<file path="config.mk">
export PLATFORM = sky130hd
export DESIGN_NAME = asg_keystream
export DESIGN_NICKNAME = d
export VERILOG_FILES = /design/src/rtl/asg_pkg.sv /design/src/rtl/asg_lfsr.sv /design/src/rtl/asg_gate.sv /design/src/rtl/asg_keystream.sv
export SDC_FILE = /design/constraint.sdc
export NUM_CORES = 1
export LEC_CHECK = 0
export ABC_AREA = 1
export BUFFER_PORTS_ARGS = -buffer_cell sky130_fd_sc_hd__buf_2
export CAP_MARGIN = 20
export CORE_UTILIZATION = 50
export DETAILED_ROUTE_END_ITERATION = 6
export PLACE_DENSITY_LB_ADDON = 0.15
export SETUP_SLACK_MARGIN = 0.2
export SLEW_MARGIN = 20
export SYNTH_ARGS = -nofsm -noshare
export SYNTH_HDL_FRONTEND = slang
export SYNTH_HIERARCHICAL = 1
export SYNTH_SLANG_ARGS = --single-unit
export TNS_END_PERCENT = 30
</file>
<file path="constraint.sdc">
create_clock -name clk -period 4 [get_ports clk]
set_input_delay 0.6 -clock clk [delete_from_list [all_inputs] [get_ports clk]]
set_output_delay 0.6 -clock clk [all_outputs]
set_load 0.05 [all_outputs]
</file>
<file path="src/rtl/asg_pkg.sv">
package asg_pkg;

  typedef enum logic {
    MODE_ALT    = 1'b0,
    MODE_STOPGO = 1'b1
  } ks_mode_e;

  localparam int DEF_LEN_C = 19;
  localparam int DEF_LEN_A = 22;
  localparam int DEF_LEN_B = 23;

endpackage

</file>
<file path="src/rtl/asg_lfsr.sv">
module asg_lfsr #(
  parameter int          LEN  = 19,
  parameter logic [LEN-1:0] TAPS = '1,
  parameter logic [LEN-1:0] INIT = 1
) (
  input  logic           clk,
  input  logic           rst,
  input  logic           load,
  input  logic [LEN-1:0] seed,
  input  logic           adv,
  output logic [LEN-1:0] state,
  output logic           top_now,
  output logic           top_next
);

  localparam logic [LEN-1:0] ONE = {{(LEN-1){1'b0}}, 1'b1};

  logic [LEN-1:0] seed_ok;
  logic [LEN-1:0] tapped;
  logic           fb;

  // mask out untapped cells, then fold with XOR
  genvar gi;
  generate
    for (gi = 0; gi < LEN; gi++) begin : g_tap
      if (TAPS[gi]) begin : g_on
        assign tapped[gi] = state[gi];
      end else begin : g_off
        assign tapped[gi] = 1'b0;
      end
    end
  endgenerate

  assign fb      = ^tapped;
  assign seed_ok = (seed == '0) ? ONE : seed;

  always_ff @(posedge clk) begin
    if (rst) begin
      state <= INIT;
    end else if (load) begin
      state <= seed_ok;
    end else if (adv) begin
      state <= {state[LEN-2:0], fb};
    end
  end

  assign top_now  = state[LEN-1];
  assign top_next = adv ? state[LEN-2] : state[LEN-1];

endmodule

</file>
<file path="src/rtl/asg_gate.sv">
module asg_gate
  import asg_pkg::*;
(
  input  logic     clk,
  input  logic     rst,
  input  logic     load,
  input  logic     en,
  input  ks_mode_e mode,
  input  logic     c_top,
  output logic     step,
  output logic     adv_c,
  output logic     adv_a,
  output logic     adv_b,
  output logic     prev_c
);

  assign step  = en & ~load;
  assign adv_c = step;

  always_comb begin
    adv_a = 1'b0;
    adv_b = 1'b0;
    unique case (mode)
      MODE_ALT: begin
        adv_a = step & c_top;
        adv_b = step & ~c_top;
      end
      MODE_STOPGO: begin
        adv_a = step & prev_c;
        adv_b = 1'b0;
      end
      default: begin
        adv_a = 1'b0;
        adv_b = 1'b0;
      end
    endcase
  end

  // control output of the previous step
  always_ff @(posedge clk) begin
    if (rst || load) begin
      prev_c <= 1'b0;
    end else if (step) begin
      prev_c <= c_top;
    end
  end

endmodule

</file>
<file path="src/rtl/asg_keystream.sv">
module asg_keystream
  import asg_pkg::*;
#(
  parameter int LEN_C = DEF_LEN_C,
  parameter int LEN_A = DEF_LEN_A,
  parameter int LEN_B = DEF_LEN_B,
  parameter logic [LEN_C-1:0] TAPS_C = 19'h72000,
  parameter logic [LEN_A-1:0] TAPS_A = 22'h300000,
  parameter logic [LEN_B-1:0] TAPS_B = 23'h420000,
  parameter logic [LEN_C-1:0] INIT_C = 19'h4F1A3,
  parameter logic [LEN_A-1:0] INIT_A = 22'h2C5E71,
  parameter logic [LEN_B-1:0] INIT_B = 23'h63D0B5
) (
  input  logic             clk,
  input  logic             rst,
  input  logic             load,
  input  logic [LEN_C-1:0] seed_c,
  input  logic [LEN_A-1:0] seed_a,
  input  logic [LEN_B-1:0] seed_b,
  input  logic             en,
  input  logic             mode,
  output logic             ks_bit,
  output logic             ks_valid
);

  ks_mode_e         mode_e;
  logic             step, adv_c, adv_a, adv_b, prev_c;
  logic [LEN_C-1:0] c_state;
  logic [LEN_A-1:0] a_state;
  logic [LEN_B-1:0] b_state;
  logic             c_top, c_top_nx;
  logic             a_top, a_top_nx;
  logic             b_top, b_top_nx;
  logic             bit_nx;

  assign mode_e = ks_mode_e'(mode);

  asg_gate u_gate (
    .clk    (clk),
    .rst    (rst),
    .load   (load),
    .en     (en),
    .mode   (mode_e),
    .c_top  (c_top),
    .step   (step),
    .adv_c  (adv_c),
    .adv_a  (adv_a),
    .adv_b  (adv_b),
    .prev_c (prev_c)
  );

  asg_lfsr #(.LEN(LEN_C), .TAPS(TAPS_C), .INIT(INIT_C)) u_ctl (
    .clk(clk), .rst(rst), .load(load), .seed(seed_c), .adv(adv_c),
    .state(c_state), .top_now(c_top), .top_next(c_top_nx)
  );

  asg_lfsr #(.LEN(LEN_A), .TAPS(TAPS_A), .INIT(INIT_A)) u_dat_a (
    .clk(clk), .rst(rst), .load(load), .seed(seed_a), .adv(adv_a),
    .state(a_state), .top_now(a_top), .top_next(a_top_nx)
  );

  asg_lfsr #(.LEN(LEN_B), .TAPS(TAPS_B), .INIT(INIT_B)) u_dat_b (
    .clk(clk), .rst(rst), .load(load), .seed(seed_b), .adv(adv_b),
    .state(b_state), .top_now(b_top), .top_next(b_top_nx)
  );

  assign bit_nx = (mode_e == MODE_STOPGO) ? a_top_nx : (a_top_nx ^ b_top_nx);

  always_ff @(posedge clk) begin
    if (rst) begin
      ks_bit   <= 1'b0;
      ks_valid <= 1'b0;
    end else if (load) begin
      ks_bit   <= 1'b0;
      ks_valid <= 1'b0;
    end else if (step) begin
      ks_bit   <= bit_nx;
      ks_valid <= 1'b1;
    end else begin
      ks_valid <= 1'b0;
    end
  end

endmodule

</file>
* Word level (Yosys, flattened, before mapping)
Cells that the tools add are included.
** Storage, ports and cells
- Register bits after elaboration :: 67
- Bits in latches :: 0
- Bits in writable memories :: 0
- ROM bits :: 0
- Input bits :: 69
- Output and inout port bits :: 2
- Word-level logic and storage cells :: 40
- Memories kept :: 0
** Operators by class
- Add/sub/neg operators :: 0
- Multiply operators :: 0
- Div/mod/pow operators :: 0
- Magnitude comparators :: 0
- Equality and inequality tests :: 0
- Shift-type cells :: 0
- Multiplexer cells :: 15
- Bitwise gates (word level) :: 8
- Reductions and logical operators :: 11
** Operator list (count)
- 23-bit two-way mux :: 3
- 22-bit two-way mux :: 3
- 19-bit two-way mux :: 3
- 23-bit zero test :: 1
- 23-bit parity :: 1
- 22-bit zero test :: 1
- 22-bit parity :: 1
- 19-bit zero test :: 1
- 19-bit parity :: 1
- 2-bit nonzero test :: 3
- 1-bit bitwise AND :: 4
- 1-bit two-way mux :: 4
- 1-bit case mux with 2 select lines :: 2
- 1-bit NOT :: 3
- 2-bit OR reduction :: 1
- 1-bit logical OR :: 1
- 1-bit XOR :: 1

* Longest topological paths before layout
Gate-level depths: netlist (run 1).
- Word-level depth :: 7
- Gate-level depth with buffers :: 12
- Gate-level depth less buffers :: 10

* Hierarchy
Netlist (run 1), hierarchy kept.
** By module, submodules not included
- asg_lfsr (u_dat_b) :: instances 1, cells an instance 154, area an instance 1101.1 sq um, seq. area each 460.4 sq um
- asg_lfsr (u_dat_a) :: instances 1, cells an instance 148, area an instance 1032.2 sq um, seq. area each 440.4 sq um
- asg_lfsr (u_ctl) :: instances 1, cells an instance 142, area an instance 960.9 sq um, seq. area each 380.4 sq um
- asg_keystream :: instances 1, cells an instance 12, area an instance 88.8 sq um, seq. area each 40.0 sq um
- asg_gate :: instances 1, cells an instance 16, area an instance 83.8 sq um, seq. area each 20.0 sq um

* Worst setup path before layout (run 1)
Ideal clock, no wire load.
- Kind :: input -> register
- From :: input port load
- To :: register ks_bit
- Library setup time :: 0.122 ns
- Arrival time :: 1.613 ns
- Required time :: 3.878 ns
- Slack :: 2.265 ns
- Stages on the path :: 8
- Buffers on the path :: 0
- Cells stage by stage :: inv_1 -> nand2_1 -> nor3_1 -> inv_2 -> o21ai_0 -> nand3_1 -> nand2_1 -> a21oi_2
** On the way
- Longest elaborated chain between the ends :: 7
- Elaborated cells between the ends (all ways) :: 12
- Those cells by class :: mux (5); bitwise (6); reduce/logical (1)
** RTL lines
- from (decl) :: RTL line asg_keystream.sv:16 : input logic load,
- 1-bit NOT :: RTL line asg_gate.sv:17 : assign step = en & ~load;
- 1-bit bitwise AND :: RTL line asg_gate.sv:17
- 1-bit bitwise AND :: RTL line asg_gate.sv:26 : adv_b = step & ~c_top;
- 1-bit case mux with 2 select lines :: RTL line asg_gate.sv:23 : unique case (mode)
- named net adv_b :: RTL line asg_keystream.sv:27 : logic step, adv_c, adv_a, adv_b, prev_c;
- 1-bit two-way mux :: RTL line asg_lfsr.sv:48 : assign top_next = adv ? state[LEN-2] : state[LEN-1];
- named net b_top_nx :: RTL line asg_keystream.sv:33 : logic b_top, b_top_nx;
- 1-bit XOR :: RTL line asg_keystream.sv:67 : assign bit_nx = (mode_e == MODE_STOPGO) ? a_top_nx : (a_top_nx ^ b_top_nx);
- 1-bit two-way mux :: RTL line asg_keystream.sv:67
- to (signal assigned) :: RTL line asg_keystream.sv:77 : ks_bit <= bit_nx;
- to (decl) :: RTL line asg_keystream.sv:22 : output logic ks_bit,
The timed path passes the listed nets, and every way through them passes these cells.
A chain may end at the register's enable or synchronous reset.

* Final worst setup path (run 1)
- From :: input port load
- To :: register ks_bit
** On the way
- Longest elaborated chain between the ends :: 7
- Elaborated cells between the ends (all ways) :: 12
- Those cells by class :: mux (5); bitwise (6); reduce/logical (1)
** RTL lines
- 1-bit NOT * :: RTL line asg_gate.sv:17
- 1-bit bitwise AND * :: RTL line asg_gate.sv:17
- 1-bit bitwise AND, on equally long branches :: RTL line asg_gate.sv:29, asg_gate.sv:25
- 1-bit case mux with 2 select lines * :: RTL line asg_gate.sv:23
- named net adv_a :: RTL line asg_keystream.sv:27
- 1-bit two-way mux * :: RTL line asg_lfsr.sv:48
- named net a_top_nx :: RTL line asg_keystream.sv:32 : logic a_top, a_top_nx;
- 1-bit XOR :: RTL line asg_keystream.sv:67
- 1-bit two-way mux * :: RTL line asg_keystream.sv:67
The timed path passes the listed nets; every way through them passes the cells marked *.

==> out/metrics.yaml, run 1 <==
status: "finished, final reports clean"
row_count: 28
cts_buffers: 9
vias: 3336
fin_crit_sh: 0.533
htree_levels: 3
power_density_nw_per_um2: 386
cts_tree: "built"
critPathArrivalTime_ns: 2.34
r2r_setup_slack_ns: 1.92
gp_congestion: 0.840
drv_slew: 0
final-setup-viol-count: 0
vdd_drop_max_mv: 0.222
initial_core_util: 0.532
start_kind: "input port"
cp_num_buf_inv: 3
clk_pin_slew_ns: 0.06
antenna_found_initial: 0
clock-sinks: 67
crit_fanout: 11
root_buffer: "clkbuf_8"
cp-end-kind: "flip-flop"
crit_family: "compound AO/OA/AOI/OAI gates"
finClkSkew_ns: 0.00830
antennaDiodeCount: 0
power_leakage_nw: 1.64
overflow: 0
hold_class: "reg -> reg"
area_growth_pct: 14.6
worstHoldEndpoint: "u_dat_a/state[12]$_SDFFE_PP1P_"
num_io_pins: 71
dr.pass1.iters: 5
min_period_ns: 2.13
pre_cts_ws_ns: 1.55
fin_tns_setup_ns: 0
critPathMaxStageDelay_ns: 0.66
die_height_um: 82.6
dp_hpwl_mm: 5.45
hold_violations: 0
crit_type: "in -> reg"
timing.final.ws_setup_ns: 1.87
nets: 597
regToRegEndpoint: "ks_bit$_SDFFE_PP0P_"
grt_pass1_vias: 2814
cp.depth: 9
ctsHoldBuffers: 0
syn_nets: 538
grt_pass1_wl_mm: 12.5
maxCapViolCount: 0
die_x_um: 82.6
postCtsSetupBuffers: 0
via_per_inst: 5.50
clock.fmax_mhz: 469
min_path_cells: 2
syn_avg_cell_area_um2: 6.92
port_buffers: 70
cp_slowest_cell: "a21oi_1"
drive_gt1_frac: 0.201
drt-initial-drc-count: 185
wl_per_cell_um: 13.0
core_um2: 6100
hp-start: "u_dat_a/state[12]$_SDFFE_PP1P_"
required_ns: 4.21
clkLatencyLatePin_ns: 0.33
rsz0062_at_grt: "no"
grt_max_degree: 68
post-route-drc-count: 0
worst_pin_slew_ns: 0.856
critPathMostFrequentCell: "nand2_1"
die_area_um2: 6810
syn_inst: 469
ant_nets: 0
r2r-start: "u_ctl/state[18]$_SDFFE_PP1P_"
yosysWarnings: 6
syn_area_um2: 3240
max-slew-margin-rel: 0.427
grt.total_usage: 0.241
clock_path_buffers: 2
cts_resized: 0
crit_chain: "buf_2 > inv_1 > nand2_1 > a21oi_1 > inv_2 > o21ai_1 > nand3_1 > nand2_1 > a21oi_2"
reg2reg_depth: 7
wl_mm: 7.87
layout by cell type (no fill, tap or decap), types with 5 or more instances in the layout:
master,n
clkbuf_8,10
nand3_1,50
nor2_1,71
o21ai_0,20
a31oi_1,5
o21ai_1,18
inv_2,9
inv_1,15
a21oi_1,35
buf_2,70
nor3_1,36
nand2_1,93
dfxtp_1,67
worst max path at each step:
| stage | slack (ns) | endpoint | from |
|---|---|---|---|
| 2_1_floorplan | 2.26 | ks_bit$_SDFFE_PP0P_ | load |
| 5_1_grt | 1.69 | ks_bit$_SDFFE_PP0P_ | load |
| 6_report | 1.87 | ks_bit$_SDFFE_PP0P_ | load |
| 4_1_cts | 1.89 | ks_bit$_SDFFE_PP0P_ | load |
| 3_5_place_dp | 1.55 | ks_bit$_SDFFE_PP0P_ | load |
| 3_3_place_gp | 1.59 | ks_bit$_SDFFE_PP0P_ | load |
flip-flops by register name (all words and copies together) (netlist names):
register       count
ks_valid           1
ks_bit             1
u_gate/prev_c      1
u_dat_b/state     23
u_dat_a/state     22
u_ctl/state       19
layer usage:
| metal | track usage | part of all wire | vias up | wire length (um) |
|---|---|---|---|---|
| li1 | - | - | 1696 | - |
| met1 | 0.325 | 0.47 | 1514 | 3720 |
| met2 | 0.382 | 0.45 | 116 | 3550 |
| met3 | 0.0429 | 0.063 | 10 | 494 |
| met4 | 0.0914 | 0.013 | 0 | 104 |
| met5 | 0 | 0 | - | 0 |
metrics by stage:
step	utilization	instances	hold slack [ns]	total power, W	cell area, um^2
6_report	0.610	607	0.471	0.00144	3720
5_1_grt	0.610	607	0.491	0.00151	3720
4_1_cts	0.610	607	0.473	0.00144	3720
3_3_place_gp	0.584	592	0.451	0.000970	3560
2_1_floorplan	-	469	0.437	0.000902	3240
3_5_place_dp	0.584	592	0.458	0.000975	3560
tightest hold or removal path: cells and delay by family (launching register included):
| kind | cells | cell delay, ns |
|---|---|---|
| and+or+nand+nor | 1 | 0.05 |
| DFF | 1 | 0.33 |
| AOI/OAI and AO/OA | 1 | 0.06 |
layout make-up:
cell class / count / area, um^2
fillers: 582 / 2380
multi-input cells: 352 / 1660
flip-flops and latches: 67 / 1340
repair buffers: 72 / 365
clock buffers: 12 / 145
inverters: 26 / 103
well taps: 75 / 93.8
clock inverters: 3 / 15.0
report_power, final:
group / switching (W) / internal (W)
sequential: 0.0000286 / 0.000719
combinational: 0.000133 / 0.0000823
clock: 0.000238 / 0.000236
total: 0.000399 / 0.00104
No activity file was read; power rests on OpenSTA's default activity.
==> inputs of run 2 (changes only) <==
- clock period: 4 -> 2.05 ns (I/O delays scaled with it)
==> run 2 against run 1 <==
Clock skew grew 0.0023 ns; via count up 0.24%; power up 100%; cell count rose by 0.82%; critical endpoint is now u_dat_a/state[1]$_SDFFE_PP0P_; critical path type is now reg -> reg; wire length rose by 2.5%; worst setup slack got worse by 1.5 ns; sequential power increased by 95%; critical path depth decreased by 3.
==> out/metrics.yaml, run 2 (synthesized netlist as in run 1, its figures left out) <==
crit_fanout: 13  # +2
fin_util: 0.620  # +0.00985
wl_mm: 8.06  # +2.5%
drv_slew: 0  # unchanged
min_period_ns: 1.68
post-route-drc-count: 0  # unchanged
grt_max_degree: 42  # -38%
cts_resized: 0  # unchanged
postCtsSetupBuffers: 0  # unchanged
overflow: 0  # unchanged
die_x_um: 82.6  # unchanged
cp_slowest_cell: "nor2_2"
critPathArrivalTime_ns: 1.88  # -0.46 ns
die_height_um: 82.6  # unchanged
crit_start: "u_ctl/state[18]$_SDFFE_PP1P_"
grt_pass1_vias: 2976  # +5.8%
holdWs_ns: 0.192  # -0.279 ns
cts_tree: "built"
area_growth_pct: 16.5
via_per_inst: 5.46  # -0.58%
crit_type: "reg -> reg"
clock-sinks: 67  # unchanged
dr.pass1.iters: 5  # unchanged
hold_class: "in -> reg"
top_register: "u_dat_b/state"
crit_chain: "nand2_1 > a21oi_1 > nor2_2 > inv_2 > o21ai_1 > a31oi_1"
fin_crit_sh: 0.821
min_path_cells: 3  # +1
layout_commonest_cell: "nand2_1"
ant_nets: 0  # unchanged
die_area_um2: 6810  # unchanged
num_io_pins: 71  # unchanged
total_power_w: 0.00288  # +100%
r2r-start: "u_ctl/state[18]$_SDFFE_PP1P_"
root_buffer: "clkbuf_8"
hp-start: "seed_b[7]"
htree_levels: 3  # unchanged
antennaDiodeCount: 0  # unchanged
regToRegEndpoint: "u_dat_a/state[1]$_SDFFE_PP0P_"
max-slew-margin-rel: 0.424  # -0.00392
clk_pin_slew_ns: 0.07  # about the same
clock_path_buffers: 2  # unchanged
ctsHoldBuffers: 0  # unchanged
status: "finished, final reports clean"
reg2reg_depth: 6  # -1
vdd_drop_max_mv: 0.409  # +84%
layout_common_cells: "nand2_1, nor2_1, buf_2"
core_um2: 6100  # unchanged
r2r_setup_slack_ns: 0.37  # -1.55 ns
cp-end-kind: "flip-flop"
cts_buffers: 9  # unchanged
power_leakage_nw: 1.67  # +2.2%
wl_per_cell_um: 13.2  # +1.6%
fill_cells: 603  # +3.6%
worst_pin_slew_ns: 0.861  # +0.00586 ns
row_count: 28  # unchanged
dp_hpwl_mm: 5.59  # +2.6%
initial_core_util: 0.532  # unchanged
required_ns: 2.24  # -1.97 ns
grt.total_usage: 0.257  # +0.0160
top_regs: "u_dat_b/state (23), u_dat_a/state (22), u_ctl/state (19)"
largest_reg_flops: 23  # unchanged
final-setup-viol-count: 0  # unchanged
critPathMaxStageDelay_ns: 0.48  # -0.18 ns
port_buffers: 70  # unchanged
start_kind: "flip-flop"
maxCapViolCount: 0  # unchanged
drive_gt1_frac: 0.212  # +0.0112
antenna_found_initial: 0  # unchanged
vias: 3344  # +0.24%
drt-initial-drc-count: 185  # unchanged
clock.fmax_mhz: 594
worstHoldEndpoint: "u_dat_b/state[7]$_SDFFE_PP1P_"
nets: 602  # +0.84%
gp_congestion: 0.832  # -0.89%
hold_violations: 0  # unchanged
finClkSkew_ns: 0.0106  # +0.00229 ns
power_density_nw_per_um2: 763  # +97%
rsz0062_at_grt: "no"
fin_tns_setup_ns: 0  # unchanged
clkLatencyLatePin_ns: 0.33  # about the same
grt_pass1_wl_mm: 13.2  # +6.3%
## run 2: cell types whose count changed in the layout (fill, tap and decap cells not counted)
cell	previous run	this run
buf_4	2	7
clkbuf_1	2	1
clkinv_2	3	2
o21ai_2	0	1
clkbuf_8	10	12
o21ai_1	18	17
## run 2: metal layers
layer,wire [um],vias up,track usage
met2,3660,100,0.407
met4,83,0,0.107
li1,-,1701,-
met5,0,-,0
met1,3890,1536,0.337
met3,435,7,0.0538
## run 2: where the power goes
group,total [W],switching [W],internal [W]
clock,0.000994,0.000466,0.000528
sequential,0.00146,0.0000557,0.00140
combinational,0.000430,0.000263,0.000167
## run 2: how the worst max path moves through the flow
stage                     slack, ns                            end  cells after the start
final                          0.37  u_dat_a/state[1]$_SDFFE_PP0P_                      6
after global routing           0.24            ks_bit$_SDFFE_PP0P_                      8
after CTS                      0.34            ks_bit$_SDFFE_PP0P_                      8
after detailed placement       0.09    u_ctl/state[6]$_SDFFE_PP0P_                      8
after global placement         0.20   u_ctl/state[11]$_SDFFE_PP0P_                      8
after floorplan                0.61            ks_bit$_SDFFE_PP0P_                      8
## run 2: layout make-up
class                           count  area, um^2  area share
Clock buffer                       13         169      0.0447
Clock inverter                      2        10.0     0.00265
Inverter                           26         103      0.0272
Multi-Input combinational cell    352        1660       0.439
Sequential cell                    67        1340       0.355
Tap cell                           75        93.8      0.0248
Timing Repair Buffer               77         403       0.107
## run 2: worst max-delay path: cells and delay by family, from the launching register on
kind	cells	cell delay, ns
buffers and inverters	1	0.23
AOI/OAI and AO/OA	3	0.38
DFF	1	0.36
and+or+nand+nor	2	0.57
## run 2: stage by stage
stage                     instances  instance area, um^2  worst slack (ns)
after global placement          597                 3600             0.199
after global routing            612                 3780             0.240
final                           612                 3780             0.366
after floorplan                 469                 3240             0.607
after detailed placement        597                 3600            0.0864
after CTS                       612                 3770             0.339
